===== src/rtl/evt_irq_pkg.sv =====
package evt_irq_pkg;

    // Number of event sources handled by the aggregator
    localparam int EVT_COUNT = 4;
    // Register port address width
    localparam int SEL_W     = 2;

    // Fixed bit positions shared by status, enable and flag words
    localparam int BIT_ACC_DENIED = 0;
    localparam int BIT_EXT_TRIG   = 1;
    localparam int BIT_CNT_EXCEED = 2;
    localparam int BIT_RX_LOST    = 3;

    typedef enum logic [SEL_W-1:0] {
        SEL_STATUS = 2'd0,
        SEL_ENABLE = 2'd1,
        SEL_FLAG   = 2'd2,
        SEL_NONE   = 2'd3
    } reg_sel_e;

    // Decoded register-port write request
    typedef struct packed {
        logic                 wr;
        reg_sel_e             sel;
        logic [EVT_COUNT-1:0] data;
    } reg_req_t;

    function automatic logic is_write_to(reg_req_t req, reg_sel_e target);
        return req.wr && (req.sel == target);
    endfunction

endpackage


===== src/rtl/evt_irq_cell.sv =====
module evt_irq_cell (
    input  logic clk,
    input  logic rst,
    input  logic sw_rst,
    input  logic evt_i,
    input  logic enable_i,
    input  logic clr_i,
    output logic status_o,
    output logic flag_o
);

    logic status_q;
    logic flag_q;

    always_ff @(posedge clk) begin
        if (rst || sw_rst) begin
            status_q <= 1'b0;
            flag_q   <= 1'b0;
        end else begin
            // Event has priority over a same-cycle clear
            if (evt_i)
                status_q <= 1'b1;
            else if (clr_i)
                status_q <= 1'b0;

            if (evt_i && enable_i)
                flag_q <= 1'b1;
            else if (clr_i)
                flag_q <= 1'b0;
        end
    end

    assign status_o = status_q;
    assign flag_o   = flag_q;

    p_status_on_event_r1: assert property (@(posedge clk) disable iff (rst)
        (evt_i && !sw_rst) |=> status_q);

    p_flag_needs_enable_r2: assert property (@(posedge clk) disable iff (rst)
        $rose(flag_q) |-> $past(evt_i && enable_i));

    p_w1c_both_r3: assert property (@(posedge clk) disable iff (rst)
        (clr_i && !evt_i) |=> (!status_q && !flag_q));

    p_event_beats_clear_r4: assert property (@(posedge clk) disable iff (rst)
        (clr_i && evt_i && !sw_rst) |=> status_q);

    p_flag_holds_r5: assert property (@(posedge clk) disable iff (rst)
        (!evt_i && !clr_i && !sw_rst) |=> $stable(flag_q));

endmodule


===== src/rtl/evt_irq_regport.sv =====
module evt_irq_regport
    import evt_irq_pkg::*;
#(
    parameter int N_EVT = EVT_COUNT
) (
    input  logic             clk,
    input  logic             rst,
    input  logic             sw_rst,
    input  reg_req_t         req_i,
    input  logic [N_EVT-1:0] status_i,
    input  logic [N_EVT-1:0] flag_i,
    output logic [N_EVT-1:0] enable_o,
    output logic [N_EVT-1:0] clr_o,
    output logic [N_EVT-1:0] rdata_o
);

    logic [N_EVT-1:0] enable_q;
    logic [N_EVT-1:0] rdata_q;
    logic [N_EVT-1:0] rd_mux;

    always_ff @(posedge clk) begin
        if (rst || sw_rst)
            enable_q <= '0;
        else if (is_write_to(req_i, SEL_ENABLE))
            enable_q <= req_i.data;
    end

    assign clr_o = is_write_to(req_i, SEL_FLAG) ? req_i.data : '0;

    always_comb begin
        unique case (req_i.sel)
            SEL_STATUS: rd_mux = status_i;
            SEL_ENABLE: rd_mux = enable_q;
            SEL_FLAG:   rd_mux = flag_i;
            default:    rd_mux = '0;
        endcase
    end

    always_ff @(posedge clk) begin
        if (rst)
            rdata_q <= '0;
        else
            rdata_q <= rd_mux;
    end

    assign enable_o = enable_q;
    assign rdata_o  = rdata_q;

    p_enable_load_r6: assert property (@(posedge clk) disable iff (rst)
        (is_write_to(req_i, SEL_ENABLE) && !sw_rst) |=> (enable_q == $past(req_i.data)));

    p_unused_addr_zero_r8: assert property (@(posedge clk) disable iff (rst)
        (req_i.sel == SEL_NONE) |=> (rdata_q == '0));

endmodule


===== src/rtl/evt_irq_agg.sv =====
module evt_irq_agg
    import evt_irq_pkg::*;
(
    input  logic                 clk,
    input  logic                 rst,
    input  logic                 sw_rst,
    input  logic [EVT_COUNT-1:0] evt_i,
    input  logic [SEL_W-1:0]     reg_addr,
    input  logic                 reg_wr,
    input  logic [EVT_COUNT-1:0] reg_wdata,
    output logic [EVT_COUNT-1:0] reg_rdata,
    output logic                 irq_o
);

    localparam int N_EVT = EVT_COUNT;

    reg_req_t         req;
    logic [N_EVT-1:0] status_vec;
    logic [N_EVT-1:0] flag_vec;
    logic [N_EVT-1:0] enable_vec;
    logic [N_EVT-1:0] clr_vec;
    logic             irq_q;

    assign req.wr   = reg_wr;
    assign req.sel  = reg_sel_e'(reg_addr);
    assign req.data = reg_wdata;

    evt_irq_regport #(.N_EVT(N_EVT)) regport_i (
        .clk      (clk),
        .rst      (rst),
        .sw_rst   (sw_rst),
        .req_i    (req),
        .status_i (status_vec),
        .flag_i   (flag_vec),
        .enable_o (enable_vec),
        .clr_o    (clr_vec),
        .rdata_o  (reg_rdata)
    );

    for (genvar g = 0; g < N_EVT; g++) begin : g_cell
        evt_irq_cell cell_i (
            .clk      (clk),
            .rst      (rst),
            .sw_rst   (sw_rst),
            .evt_i    (evt_i[g]),
            .enable_i (enable_vec[g]),
            .clr_i    (clr_vec[g]),
            .status_o (status_vec[g]),
            .flag_o   (flag_vec[g])
        );
    end

    always_ff @(posedge clk) begin
        if (rst)
            irq_q <= 1'b0;
        else
            irq_q <= |flag_vec;
    end

    assign irq_o = irq_q;

    p_status_write_ignored_r6: assert property (@(posedge clk) disable iff (rst)
        (reg_wr && reg_addr == SEL_STATUS && evt_i == '0 && !sw_rst)
            |=> $stable(status_vec) && $stable(flag_vec));

    p_irq_rise_r7: assert property (@(posedge clk) disable iff (rst)
        $rose(irq_o) |-> $past(flag_vec != '0));

    p_irq_fall_r7: assert property (@(posedge clk) disable iff (rst)
        (flag_vec == '0) |=> !irq_o);

    p_sw_reset_r9: assert property (@(posedge clk) disable iff (rst)
        sw_rst |=> (status_vec == '0 && flag_vec == '0 && enable_vec == '0));

endmodule


===== config.mk =====
export PLATFORM = sky130hd
export DESIGN_NAME = evt_irq_agg
export DESIGN_NICKNAME = d
export VERILOG_FILES = /design/src/rtl/evt_irq_pkg.sv /design/src/rtl/evt_irq_cell.sv /design/src/rtl/evt_irq_regport.sv /design/src/rtl/evt_irq_agg.sv
export SDC_FILE = /design/constraint.sdc
export NUM_CORES = 1
export LEC_CHECK = 0
export ABC_AREA = 1
export BUFFER_PORTS_ARGS = -buffer_cell sky130_fd_sc_hd__buf_2
export CELL_PAD_IN_SITES_DETAIL_PLACEMENT = 0
export CELL_PAD_IN_SITES_GLOBAL_PLACEMENT = 2
export CORE_UTILIZATION = 28
export CTS_BUF_LIST = sky130_fd_sc_hd__clkbuf_8
export DETAILED_ROUTE_END_ITERATION = 8
export GPL_ROUTABILITY_DRIVEN = 0
export PLACE_DENSITY = 0.8
export SYNTH_ARGS = -nofsm -noshare
export SYNTH_HDL_FRONTEND = slang
export SYNTH_SLANG_ARGS = --single-unit
export TNS_END_PERCENT = 10

===== constraint.sdc =====
create_clock -name clk -period 0.95 [get_ports clk]
set_clock_uncertainty 0.15 [all_clocks]
set_input_delay 0.0475 -clock clk [delete_from_list [all_inputs] [get_ports clk]]
set_output_delay 0.0475 -clock clk [all_outputs]
set_load 0.1 [all_outputs]

* After elaboration in Yosys (flattened, before gate mapping)
Cells that the tools add are included. Widths: inputs -> output; s select.
Word-level totals: input bits 14, word-level logic and storage cells 44, register bits 17, output and inout bits 5
Cells by class: equality and inequality tests 2, reduce and logical (&&, ||, !) cells 17, multiplexer cells 14
Operators with widths (number):
- $reduce_bool 2->1 | 8
- $mux 1 | 12
- $pmux 4 s3 | 1
- $logic_and 1x1->1 | 6
- $mux 4 | 1
- $reduce_or 4->1 | 1
- $eq 2x1->1 const B | 1
- $eq 2x2->1 const B | 1
- $logic_not 2->1 | 1
- $logic_or 1x1->1 | 1

* Depth between registers and ports, before layout
Gate-level depths: netlist of the first run.
word-level depth 5, mapped depth 7, mapped depth without buffers 6

* By module
Synthesis of the first run repeated with hierarchy kept, for this count alone.
Second synthesis, totals: cells, all modules 112, area, all modules 782.0 um^2
By module, submodules not included:
- evt_irq_regport | area each 429.2 um^2, sequential area each 160.2 um^2, instances 1, cells an instance 60
- evt_irq_cell | area each 80.1 um^2, sequential area each 40.0 um^2, instances 4, cells an instance 12
- evt_irq_agg | area each 32.5 um^2, sequential area each 20.0 um^2, instances 1, cells an instance 4

* Worst setup path after synthesis of the first run
OpenSTA, ideal clock, no wires.
path kind register -> output, start register irq_q, in the netlist irq_o, end output port irq_o, setup slack -0.156 ns, path buffers 0, data required time 0.752 ns, stages on the path, launching flop included 1, arrival 0.909 ns, path through dfxtp_1
RTL lines:
- start, declared | line evt_irq_agg.sv:22 | logic irq_q;
- start signal, assigned | line evt_irq_agg.sv:57 | irq_q <= |flag_vec;
- end, declared | line evt_irq_agg.sv:12 | output logic irq_o
No word-level cell between the ends.

* Worst setup path in the final report of the first run
start register regport_i.rdata_q[2], in the netlist regport_i.rdata_o[2], end output port reg_rdata[2]
RTL lines:
- start, declared | line evt_irq_regport.sv:18 | logic [N_EVT-1:0] rdata_q;
- start signal, assigned | line evt_irq_regport.sv:43 | rdata_q <= rd_mux;
- end, declared | line evt_irq_agg.sv:11 | output logic [EVT_COUNT-1:0] reg_rdata,
No word-level cell between the ends.

==> impl_metrics.toml, run 1 <==
[run_status]
status = "finished, violations left"
violations = "negative hold slack, negative setup slack"

[drt]
drc = 0
dr.pass1.iters = 4
dr_total_vias = 709
avgViaCountPerCell = 4.60
drtIter0Drc = 16
finalWirelength_um = 1640
wl_per_cell_um = 10.7
ant_nets = 0

[logic_synthesis]
ys_seq_area_share_pct = 48.5
ys_seq_elements = 17
synth_area_um2 = 702
avgSynthCellArea_um2 = 7.31
yosysWarnings = 0
postSynthCellCount = 96
yosys.cell_types.count = 12
synth_nets = 110

[power]
p_int_mw = 1.10
power_leakage_nw = 0.470
power.density_nw_per_um2 = 1370
peakVddDrop_mv = 0.883
p_sw_share_pct = 23.4
combPwrFrac_pct = 12.8
power.switching_mw = 0.336
clock_power_share_pct = 35.9
seqPwrFrac_pct = 51.3

[finish]
fin_nets = 141
diodes = 0
multi_input_area_um2 = 295
seq_area_um2 = 347
final_cell_mix = "33 x nand2_1, 13 x a21oi_1, 13 x buf_2"
final.fill_count = 253
stdcell_area_um2 = 1050
syn_to_final_growth_pct = 49.6
layout_commonest_cell = "nand2_1"
drive_gt1_share_pct = 26.2

[cts]
clock_sinks = 17
clk_latency_ns = 0.25
cts_buffers = 3
cts_setup_buffers = 0
htreeDepth = 1
cts-root-buf = "clkbuf_8"
cts_hold_repair.buffers = 9
clockBufferDepth = 2
cts_tree = "yes"
clk_pin_slew_ns = 0.06

[place]
place_area_um2 = 910
portBuffers = 18
dp_hpwl_um = 1230
place_ws_ns = 0.0118

[global_route]
grt_antenna_before_repair = 0
grt_pass1_vias = 642
grt.overflow.total = 0
grt_pass1_wl_um = 2700
grt_max_degree = 13
grt.total_usage_pct = 14.4

[run]
drv_cap = 0

[sta]
min_period_ns = 0.957
worst_slack_ns = -0.00650
hold_ws_ns = -0.0148
post-route-period-util_pct = 101
finalHoldViolations = 4
slew_violations = 0
rsz0062_at_grt = "true"
slew_headroom_pct = 87.0
tightest_slew_ns = 0.195
setup_violations = 5
fmax_mhz = 1050

[setup_path]
start_kind = "register"
critPathMaxStageDelay_ns = 0.34
crit_fanout = 1
criticalPathCategory = "register to primary output"
critPathRequiredTime_ns = 0.75
worst-path-buf-inv = 1
crit_arrival_ns = 0.76
crit_family = "flip-flops"
end_kind = "primary output"
cp_slowest_cell = "dfxtp_2"
worstPathCellList = "buf_12"

[worst_hold_path]
hold_path_class = "input port to register"

[floorplanning]
dieArea_um2 = 2710
die_w_um = 52.1
io_pins = 19
initial_core_util_pct = 30.6
die_h_um = 52.1
coreArea_um2 = 2300
rows = 17
[cell families after synthesis]
logic type | synth area share [%]
AO/OA/AOI/OAI | 9.27
buffers and inverters | 9.45
flip-flops | 48.5
AND/OR/NAND/NOR | 32.8
[path summary, 6_finish.rpt]
path	from	end	slack (ns)	depth (start not counted)
setup reg to reg	regport_i.enable_o[0]$_SDFFE_PP0P_	regport_i.rdata_o[0]$_SDFF_PP0_	0.14	4
hold reg to reg	g_cell[3].cell_i.status_o$_SDFFE_PP0P_	g_cell[3].cell_i.status_o$_SDFFE_PP0P_	0.32	2
hold / removal	reg_wr	regport_i.enable_o[1]$_SDFFE_PP0P_	-0.01	3
setup / recovery	regport_i.rdata_o[2]$_SDFF_PP0_	reg_rdata[2]	-0.007	1
[metal layers]
metal,up-vias,share of wire [%],track usage (%)
li1,366,-,-
met1,328,47,15.7
met2,11,48,23.9
met3,4,3.4,5.26
met4,0,1.6,8.11
met5,-,0,0
[metrics by stage]
step	TNS, ns	utilization (%)	instances	hold slack, ns	power (mW)
after global placement	0	39.6	141	0.0846	0.906
final	-0.0202	45.7	154	-0.0148	1.44
after global routing	-0.179	45.7	154	-0.00984	1.52
after CTS	-0.0819	45.7	154	-0.0256	1.47
after detailed placement	0	39.6	141	0.0867	0.906
after floorplan	-0.626	-	96	-0.0408	0.838
[state kept, by name, summed over array words and instances, names as in the netlist]
name	flops
regport_i.enable_o	4
g_cell.cell_i.status_o	4
g_cell.cell_i.flag_o	4
irq_o	1
regport_i.rdata_o	4
[final cells by class]
cell class              instances  area share [%]
flip-flops and latches         17            33.0
clock buffers                   3            3.93
repair buffers                 29            26.9
inverters                      12            4.29
multi-input cells              64            28.1
well taps                      28            3.34
clock inverters                 1           0.358
[power groups by stage]
stage          Clock, mW  Sequential (mW)  Combinational [mW]
2_1_floorplan          0            0.768              0.0698
3_3_place_gp           0            0.753               0.154
3_5_place_dp           0            0.752               0.154
4_1_cts            0.546            0.736               0.183
5_1_grt            0.587            0.738               0.200
6_report           0.516            0.737               0.183
[cells in the mapped netlist]
cell type	count	area (um2)
buf_6	1	11.3
nand4_1	4	25.0
nor2_1	4	15.0
dfxtp_1	17	340
nand2_1	33	124
nor2_2	1	6.26
inv_1	10	37.5
a21oi_1	13	65.1
nor2_8	1	20.0
nand3_1	8	40.0
buf_2	2	10.0
inv_2	2	7.51
[repair_timing]
item	4_1_cts	5_1_grt
gates resized for setup	4	1
endpoints found under the setup margin	5	8
hold endpoints to repair	17	2
pin swaps	0	0
Power figures use the tool's default switching activity.
==> run 2: changes to the inputs <==
--- a/config.mk
+++ b/config.mk
@@ -6,7 +6,7 @@
 export NUM_CORES = 1
 export LEC_CHECK = 0
 export ABC_AREA = 1
-export BUFFER_PORTS_ARGS = -buffer_cell sky130_fd_sc_hd__buf_2
+export BUFFER_PORTS_ARGS = -buffer_cell sky130_fd_sc_hd__buf_4
 export CELL_PAD_IN_SITES_DETAIL_PLACEMENT = 0
 export CELL_PAD_IN_SITES_GLOBAL_PLACEMENT = 2
 export CORE_UTILIZATION = 28
==> impl_metrics.toml, run 2 (same netlist as run 1, synthesis figures left out) <==
[setup_path]
criticalPathCategory = "register to primary output"
reg2reg_depth = 4
rrSetupSlack_ns = 0.13
end_kind = "primary output"
cp_slowest_cell = "dfxtp_2"
crit_fanout = 1
crit_arrival_ns = 0.76
start_kind = "register"
worstPathCellList = "buf_12"
critPathRequiredTime_ns = 0.75
regToRegStartpoint = "regport_i.enable_o[1]$_SDFFE_PP0P_"
crit_family = "flip-flops"
reg2reg_to = "regport_i.rdata_o[1]$_SDFF_PP0_"
critPathMaxStageDelay_ns = 0.34
worst-path-buf-inv = 1

[sta]
hold_ws_ns = -0.0270
slew_headroom_pct = 87.3
finalHoldViolations = 4
rsz0062_at_grt = "true"
min_period_ns = 0.957
tightest_slew_ns = 0.190
fmax_mhz = 1040
slew_violations = 0
setup_violations = 4
worst_slack_ns = -0.00742
post-route-period-util_pct = 101

[cts]
cts_tree = "yes"
cts-root-buf = "clkbuf_8"
cts_setup_buffers = 0
cts_hold_repair.buffers = 9
htreeDepth = 1
clock_sinks = 17
clk_latency_ns = 0.25
clockBufferDepth = 2
cts_buffers = 3
clk_pin_slew_ns = 0.06

[power]
p_sw_share_pct = 23.0
clock_power_share_pct = 35.3
power_leakage_nw = 0.481
seqPwrFrac_pct = 50.9
p_int_mw = 1.11
power.total_mw = 1.45
peakVddDrop_mv = 0.864
power.density_nw_per_um2 = 1340
combPwrFrac_pct = 13.8
power.switching_mw = 0.333

[drt]
finalWirelength_um = 1630
ant_nets = 0
dr.pass1.iters = 4
avgViaCountPerCell = 4.56
drc = 0
dr_total_vias = 702
wl_per_cell_um = 10.6
drtIter0Drc = 13

[global_route]
grt_pass1_vias = 661
grt.overflow.total = 0
grt.total_usage_pct = 14.7
grt_max_degree = 13
grt_antenna_before_repair = 0
grt_pass1_wl_um = 2770

[floorplanning]
initial_core_util_pct = 30.6
die_h_um = 52.1
die_w_um = 52.1
coreArea_um2 = 2300
rows = 17
dieArea_um2 = 2710
io_pins = 19

[run_status]
violations = "negative hold slack, negative setup slack"
status = "finished, violations left"

[worst_hold_path]
min_to = "regport_i.enable_o[1]$_SDFFE_PP0P_"
hold_depth = 3
min_from = "reg_wr"
hold_path_class = "input port to register"

[finish]
syn_to_final_growth_pct = 54.2
layout_commonest_cell = "nand2_1"
drive_gt1_share_pct = 26.2
final_cell_mix = "33 x nand2_1, 14 x buf_4, 13 x a21oi_1"
final.fill_count = 243
fin_nets = 141
diodes = 0

[run]
drv_cap = 0

[place]
place_ws_ns = 0.0497
portBuffers = 18
dp_hpwl_um = 1190
==> run 2: routing by layer <==
metal,routed length [um],vias to the layer above,global-route usage [%],part of all wire (%)
met1,741,317,16.0,45
li1,-,366,-,-
met3,71,5,6.14,4.4
met5,0,-,0,0
met2,791,14,25.0,49
met4,24,0,5.41,1.5
==> run 2: stage by stage <==
step                      instances  util [%]  TNS, ns  hold WS (ns)  instance area (um2)
after detailed placement        141      38.3        0        0.0702                  880
final                           154      47.1  -0.0159       -0.0270                 1080
after global placement          141      38.3        0        0.0684                  880
after CTS                       154      47.1  -0.0528       -0.0345                 1080
after floorplan                  96         -   -0.626       -0.0408                  703
after global routing            154      47.1   -0.154       -0.0204                 1080
==> run 2: worst max path at each step <==
| stage | slack [ns] | endpoint | cells after the start | from |
|---|---|---|---|---|
| 5_1_grt | -0.03 | reg_rdata[2] | 1 | regport_i.rdata_o[2]$_SDFF_PP0_ |
| 4_1_cts | -0.01 | reg_rdata[1] | 1 | regport_i.rdata_o[1]$_SDFF_PP0_ |
| 3_5_place_dp | 0.05 | regport_i.enable_o[1]$_SDFFE_PP0P_ | 5 | reg_addr[1] |
| 3_3_place_gp | 0.04 | regport_i.enable_o[2]$_SDFFE_PP0P_ | 5 | reg_addr[1] |
| 6_report | -0.007 | reg_rdata[1] | 1 | regport_i.rdata_o[1]$_SDFF_PP0_ |
| 2_1_floorplan | -0.16 | reg_rdata[0] | 0 | regport_i.rdata_o[0]$_SDFF_PP0_ |
==> run 2: area by class of cell <==
class,count,area [um2],share of cell area [%]
Clock buffer,3,41.3,3.82
Clock inverter,1,3.75,0.347
Inverter,12,45.0,4.16
Multi-Input combinational cell,64,295,27.3
Sequential cell,17,347,32.0
Tap cell,28,35.0,3.24
Timing Repair Buffer,29,315,29.1
==> run 2: repair_timing <==
item | in CTS | in global routing
resized for setup | 19 | 1
endpoints found under the setup margin | 5 | 8
endpoints found under the hold margin | 17 | 4
pin swaps | 0 | 0
==> run 2: power by group through the flow <==
stage	logic, mW	registers [mW]	clock network (mW)
after floorplan	0.0698	0.768	0
after global placement	0.162	0.751	0
after detailed placement	0.163	0.750	0
after CTS	0.199	0.736	0.533
after global routing	0.216	0.738	0.564
final	0.199	0.737	0.512
